## src/rtl/dsp_cond_pkg.sv

```systemverilog
package dsp_cond_pkg;

    localparam int REG_W  = 32;
    localparam int SEL_LO = 9;
    localparam int SEL_HI = 11;
    localparam int EN_POS = 8;
    localparam int GT_POS = 7;
    localparam int Z_POS  = 6;
    localparam int N_POS  = 5;
    localparam int V_POS  = 4;
    localparam int C_POS  = 0;

    typedef enum logic [2:0] {
        TSEL_CARRY = 3'd0,
        TSEL_NEG   = 3'd1,
        TSEL_ZERO  = 3'd2,
        TSEL_OVF   = 3'd3,
        TSEL_GT    = 3'd4,
        TSEL_GE    = 3'd5,
        TSEL_RSV6  = 3'd6,
        TSEL_RSV7  = 3'd7
    } tsel_e;

    typedef struct packed {
        logic gt;
        logic z;
        logic n;
        logic v;
        logic c;
    } cond_t;

    typedef struct packed {
        tsel_e sel;
        logic  en;
        cond_t flags;
    } state_t;

    function automatic logic [REG_W-1:0] pack_state(input state_t s);
        logic [REG_W-1:0] w;
        w                 = '0;
        w[SEL_HI:SEL_LO]  = s.sel;
        w[EN_POS]         = s.en;
        w[GT_POS]         = s.flags.gt;
        w[Z_POS]          = s.flags.z;
        w[N_POS]          = s.flags.n;
        w[V_POS]          = s.flags.v;
        w[C_POS]          = s.flags.c;
        return w;
    endfunction

    function automatic state_t unpack_word(input logic [REG_W-1:0] w);
        state_t s;
        s.sel      = tsel_e'(w[SEL_HI:SEL_LO]);
        s.en       = w[EN_POS];
        s.flags.gt = w[GT_POS];
        s.flags.z  = w[Z_POS];
        s.flags.n  = w[N_POS];
        s.flags.v  = w[V_POS];
        s.flags.c  = w[C_POS];
        return s;
    endfunction

endpackage

```

## src/rtl/dsp_cond_flag_eval.sv

```systemverilog
module dsp_cond_flag_eval
    import dsp_cond_pkg::*;
#(
    parameter int DATA_W = 32
) (
    input  logic [DATA_W-1:0] result,
    input  logic              is_cmp,
    input  logic              cmp_gt,
    input  logic              cmp_eq,
    input  logic              carry,
    input  logic              ovf,
    output cond_t             cond
);
    localparam int MSB = DATA_W - 1;

    logic res_neg;
    logic res_zero;
    logic res_pos;

    always_comb begin
        res_neg  = result[MSB];
        res_zero = (result == '0);
        res_pos  = !res_neg && !res_zero;
        cond.c   = carry;
        cond.v   = ovf;
        cond.n   = res_neg;
        cond.z   = is_cmp ? cmp_eq : res_zero;
        cond.gt  = is_cmp ? cmp_gt : res_pos;
    end

endmodule

```

## src/rtl/dsp_cond_tsel.sv

```systemverilog
module dsp_cond_tsel
    import dsp_cond_pkg::*;
(
    input  tsel_e sel,
    input  logic  en,
    input  logic  valid,
    input  logic  cond_instr,
    input  cond_t cur,
    output logic  t_we,
    output logic  t_val
);
    logic sel_ok;

    always_comb begin
        sel_ok = 1'b1;
        t_val  = 1'b0;
        case (sel)
            TSEL_CARRY: t_val = cur.c;
            TSEL_NEG:   t_val = cur.n;
            TSEL_ZERO:  t_val = cur.z;
            TSEL_OVF:   t_val = cur.v;
            TSEL_GT:    t_val = cur.gt;
            TSEL_GE:    t_val = cur.gt | cur.z;
            default:    sel_ok = 1'b0;
        endcase
        t_we = valid && en && !cond_instr && sel_ok;
    end

endmodule

```

## src/rtl/dsp_cond_regs.sv

```systemverilog
module dsp_cond_regs
    import dsp_cond_pkg::*;
(
    input  logic             clk,
    input  logic             rst_n,
    input  logic             sw_we,
    input  logic [REG_W-1:0] sw_wdata,
    input  logic             hw_we,
    input  cond_t            hw_flags,
    output state_t           st_q
);
    state_t st_d;

    always_comb begin
        st_d = st_q;
        if (sw_we) begin
            st_d = unpack_word(sw_wdata);
        end else if (hw_we) begin
            st_d.flags = hw_flags;
        end
    end

    always_ff @(posedge clk or negedge rst_n) begin
        if (!rst_n) begin
            st_q <= '0;
        end else begin
            st_q <= st_d;
        end
    end

endmodule

```

## src/rtl/dsp_cond_status.sv

```systemverilog
module dsp_cond_status
    import dsp_cond_pkg::*;
#(
    parameter int DATA_W = 32
) (
    input  logic              clk,
    input  logic              rst_n,
    input  logic              reg_we,
    input  logic [31:0]       reg_wdata,
    output logic [31:0]       reg_rdata,
    input  logic              op_valid,
    input  logic              op_cond,
    input  logic [DATA_W-1:0] op_result,
    input  logic              op_is_cmp,
    input  logic              cmp_gt,
    input  logic              cmp_eq,
    input  logic              raw_carry,
    input  logic              raw_ovf,
    output logic              t_we,
    output logic              t_val
);
    cond_t  cur_flags;
    state_t st_q;

    dsp_cond_flag_eval #(.DATA_W(DATA_W)) u_eval (
        .result (op_result),
        .is_cmp (op_is_cmp),
        .cmp_gt (cmp_gt),
        .cmp_eq (cmp_eq),
        .carry  (raw_carry),
        .ovf    (raw_ovf),
        .cond   (cur_flags)
    );

    dsp_cond_regs u_regs (
        .clk      (clk),
        .rst_n    (rst_n),
        .sw_we    (reg_we),
        .sw_wdata (reg_wdata),
        .hw_we    (op_valid),
        .hw_flags (cur_flags),
        .st_q     (st_q)
    );

    dsp_cond_tsel u_tsel (
        .sel        (st_q.sel),
        .en         (st_q.en),
        .valid      (op_valid),
        .cond_instr (op_cond),
        .cur        (cur_flags),
        .t_we       (t_we),
        .t_val      (t_val)
    );

    always_comb reg_rdata = pack_state(st_q);


    reserved_zero_chk: assert property (@(posedge clk) disable iff (!rst_n)
        (reg_rdata[31:12] == '0) && (reg_rdata[3:1] == '0));


    t_gate_chk: assert property (@(posedge clk) disable iff (!rst_n)
        t_we |-> (op_valid && !op_cond));


    t_rsv_chk: assert property (@(posedge clk) disable iff (!rst_n)
        t_we |-> (reg_rdata[11:9] < 3'd6));


    idle_hold_chk: assert property (@(posedge clk) disable iff (!rst_n)
        (!op_valid && !reg_we) |=> $stable(reg_rdata));


    sw_write_chk: assert property (@(posedge clk) disable iff (!rst_n)
        reg_we |=> (reg_rdata == ($past(reg_wdata) & 32'h0000_0FF1)));


    gt_z_excl_chk: assert property (@(posedge clk) disable iff (!rst_n)
        (op_valid && !op_is_cmp && !reg_we) |=> !(reg_rdata[7] && reg_rdata[6]));

endmodule

```

## config.mk

```make
export PLATFORM = sky130hd
export DESIGN_NAME = dsp_cond_status
export DESIGN_NICKNAME = d
export VERILOG_FILES = /design/src/rtl/dsp_cond_pkg.sv /design/src/rtl/dsp_cond_flag_eval.sv /design/src/rtl/dsp_cond_tsel.sv /design/src/rtl/dsp_cond_regs.sv /design/src/rtl/dsp_cond_status.sv
export SDC_FILE = /design/constraint.sdc
export NUM_CORES = 1
export LEC_CHECK = 0
export BUFFER_PORTS_ARGS = -buffer_cell sky130_fd_sc_hd__buf_4
export CORE_MARGIN = 5
export CORE_UTILIZATION = 29
export DETAILED_ROUTE_END_ITERATION = 8
export PLACE_DENSITY = 0.79
export SYNTH_ARGS = -nofsm -noshare
export SYNTH_HDL_FRONTEND = slang
export SYNTH_SLANG_ARGS = --single-unit
```

## constraint.sdc

```tcl
create_clock -name clk -period 1.8 [get_ports clk]
set_clock_uncertainty 0.15 [all_clocks]
set_input_delay 0.18 -clock clk [delete_from_list [all_inputs] [get_ports clk]]
set_output_delay 0.18 -clock clk [all_outputs]
set_load 0.03 [all_outputs]
```

==> summary.md <==
| Metric | Value |
|---|---|
| Post-Layout Cell Count | 188 |
| DIE AREA | 0.00366 mm^2 |
| Antenna cell count | 0 |
| Min-delay src | reg_wdata[6] |
| # DRC | 0 |
| Slowest cell on crit path | nor4_4 |
| Port-buffer cells | 61 |
| WP data arrival | 1560 ps |
| Largest net degree at the start of global routing | 15 |
| Biggest regs | u_regs.st_q: 9 flops |
| Cells along the critical path | buf_6 -> nor4_4 -> nand4_1 -> buf_4 -> o21a_1 -> a221oi_2 -> o22ai_2 -> buf_6 |
| Placed Area | 0.00116 mm^2 |
| Primary FF master, synth | dfrtp_1 |
| Nets | 233 |
| Synth Warn # | 0 |
| TritonCTS Sinks | 9 |
| Worst skew pair latency | 250 ps |
| TritonCTS clock tree | yes |
| Num rows | 18 |
| P per Cell Area | 529 mW/mm^2 |
| Gpl congestion | 0.731 |
| Vias in the first global route | 910 |
| Min cycle time layout | 1890 ps |
| Global-route wire length before repair | 3.89 mm |
| EDFF count, synth | 0 |
| Final setup viols | 1 |
| Worst r2r src | u_regs.st_q[7] |
| Initial antenna violation count | 0 |
| Clk slew on worst S/H paths | 50 ps |
| Outcome | complete, but fails checks |
| Largest register by flop count | u_regs.st_q |
| Boundary Pins | 108 |
| Design area | 0.00144 mm^2 |
| Hpwl dp | 2.07 mm |
| Routed vias | 859 |
| H-tree levels | 1 |
| DRT antenna net count | 0 |
| Post-Syn Area | 739 um^2 |
| CTS Buf Count | 3 |
| Reg2reg setup slack | 770 ps |
| Vias per inst | 4.57 |
| Routed wire length | 2.71 mm |
| Gr usage total | 0.143 |
| Reg2reg end | u_regs.st_q[7] |
| Wire per inst | 14.4 um |
| Max reg flops | 9 |
| RSZ-0062 raised after global routing | yes |
| Post-synth cell types | 22 |
| Peak VDD IR | 0.469 mV |
| Max Fclk | 530 MHz |
| Mapped Cells | 82 |
| Crit path largest cell delay | 260 ps |
| CP most frequent cell | buf_6 |
| Placed cells | 172 |
| Final setup TNS | -86.0 ps |
| Clock buffer depth | 2 |
| Layout cell share with drive strength beyond 1 | 0.532 |
| Hold Crit Class | in -> reg |
| Router iterations before antenna repair | 2 |
| Worst setup path class | in -> out |
| DIE HEIGHT | 60.5 um |
| Core area | 0.00245 mm^2 |
| DRT iter0 DRCs | 7 |
| Pleak | 0.689 nW |
| Failing checks | negative setup slack |
| Ys async rst share | 1.00 |
| Worst reg-to-reg path cell count | 1 |
| Post-route clock period utilization | 1.05 |
| Fin worst setup slack | -86.0 ps |
| Crit path capture type | output pin |
| FF+latch count, synth | 9 |
| MaxCap Viol Count | 0 |
| CP max FO | 2 |
| Grt ovf | 0 |
| Final Slew Violations | 0 |
| Required time worst endpoint | 1470 ps |
| CTS Root Cell | clkbuf_4 |
| Avg Inst Size Synth | 9.02 um^2 |
| Critical Path Start Type | primary input |
| Syn-to-layout area delta | 95.3% |
| Hold Path Depth | 3 |
| Hold slack | 2.37 ps |
| Starting Density | 0.301 |
| Die W | 60.5 um |
| Sequential element share of the synthesized area | 0.305 |
| Endpoints failing hold | 0 |
| End point of the worst hold path | u_regs.st_q[3] |
| Util after Layout | 0.588 |
synth_stat cells (all sizes together) (2+ instances only):
cell type | instances | share of area
o21ai | 5 | 0.034
nand2 | 9 | 0.046
nor2 | 2 | 0.010
clkbuf | 2 | 0.010
mux2 | 4 | 0.061
o22ai | 2 | 0.017
mux2i | 5 | 0.068
nor4 | 8 | 0.093
dfrtp | 9 | 0.30
buf | 24 | 0.24
nand2b | 2 | 0.017
o31ai | 2 | 0.027
nand4 | 2 | 0.017
per-layer routing:
metal | share of wire | GRT usage
met5 | 0 | 0
met4 | 0.019 | 0.0526
met3 | 0.13 | 0.0362
met2 | 0.55 | 0.299
met1 | 0.29 | 0.128
where the power goes:
part           internal [W]  switching [W]
registers          0.000222      0.0000199
clock network     0.0000853      0.0000682
logic              0.000166       0.000203
total              0.000473       0.000291
worst max path at each step:
| stage | slack (ps) | start | cells past startpoint | to |
|---|---|---|---|---|
| 6_report | -90 | op_result[13] | 8 | t_val |
| 5_1_grt | -190 | op_result[13] | 8 | t_val |
| 4_1_cts | -60 | op_result[25] | 7 | t_val |
| 3_5_place_dp | -190 | op_result[14] | 7 | t_val |
| 3_3_place_gp | -140 | op_result[14] | 7 | t_val |
| 2_1_floorplan | 130 | u_regs.st_q[7] | 1 | t_we |
final cells by class:
type                    instances  area, um^2
multi-input cells              69         519
fillers                       201        1010
flip-flops and latches          9         225
repair buffers                 76         636
well taps                      30        37.5
clock buffers                   4        26.3
worst max-delay path, delay by kind of cell:
kind	cells	cell delay, ps
compound gates	3	510
buf+inv	3	430
simple gates	2	440
layout by cell type (no fill, tap or decap), drive strengths merged:
master        n
buf          68
conb         23
nand2         9
dfrtp         9
dlygate4sd3   8
nor4          8
mux2i         5
o21ai         5
mux2          4
clkbuf        4
nand2b        2
nand4         2
o31ai         2
nor2          2
o22ai         2
a21oi         1
a31oi         1
o21a          1
a221oi        1
a211oi        1
kinds of logic after synthesis:
kind of cell | synth area share
AO/OA/AOI/OAI | 0.125
buffers and inverters | 0.254
flip-flops | 0.305
multiplexers | 0.129
other | 0.00507
AND/OR/NAND/NOR | 0.183
metrics by stage:
step,total power (W),setup WS [ps]
final,0.000764,-86.0
after global routing,0.000810,-192
after CTS,0.000747,-59.5
after detailed placement,0.000561,-186
after global placement,0.000552,-144
after floorplan,0.000449,125
timing repair:
action / in CTS / in global routing
hold buffers: 8 / 0
setup endpoints to repair: 1 / 1
resized for setup: 14 / 12
buffers inserted: 2 / 2
endpoints found under the hold margin: 16 / 0
pin swaps: 6 / 9
Note: power is estimated with default switching activity, not from simulation.
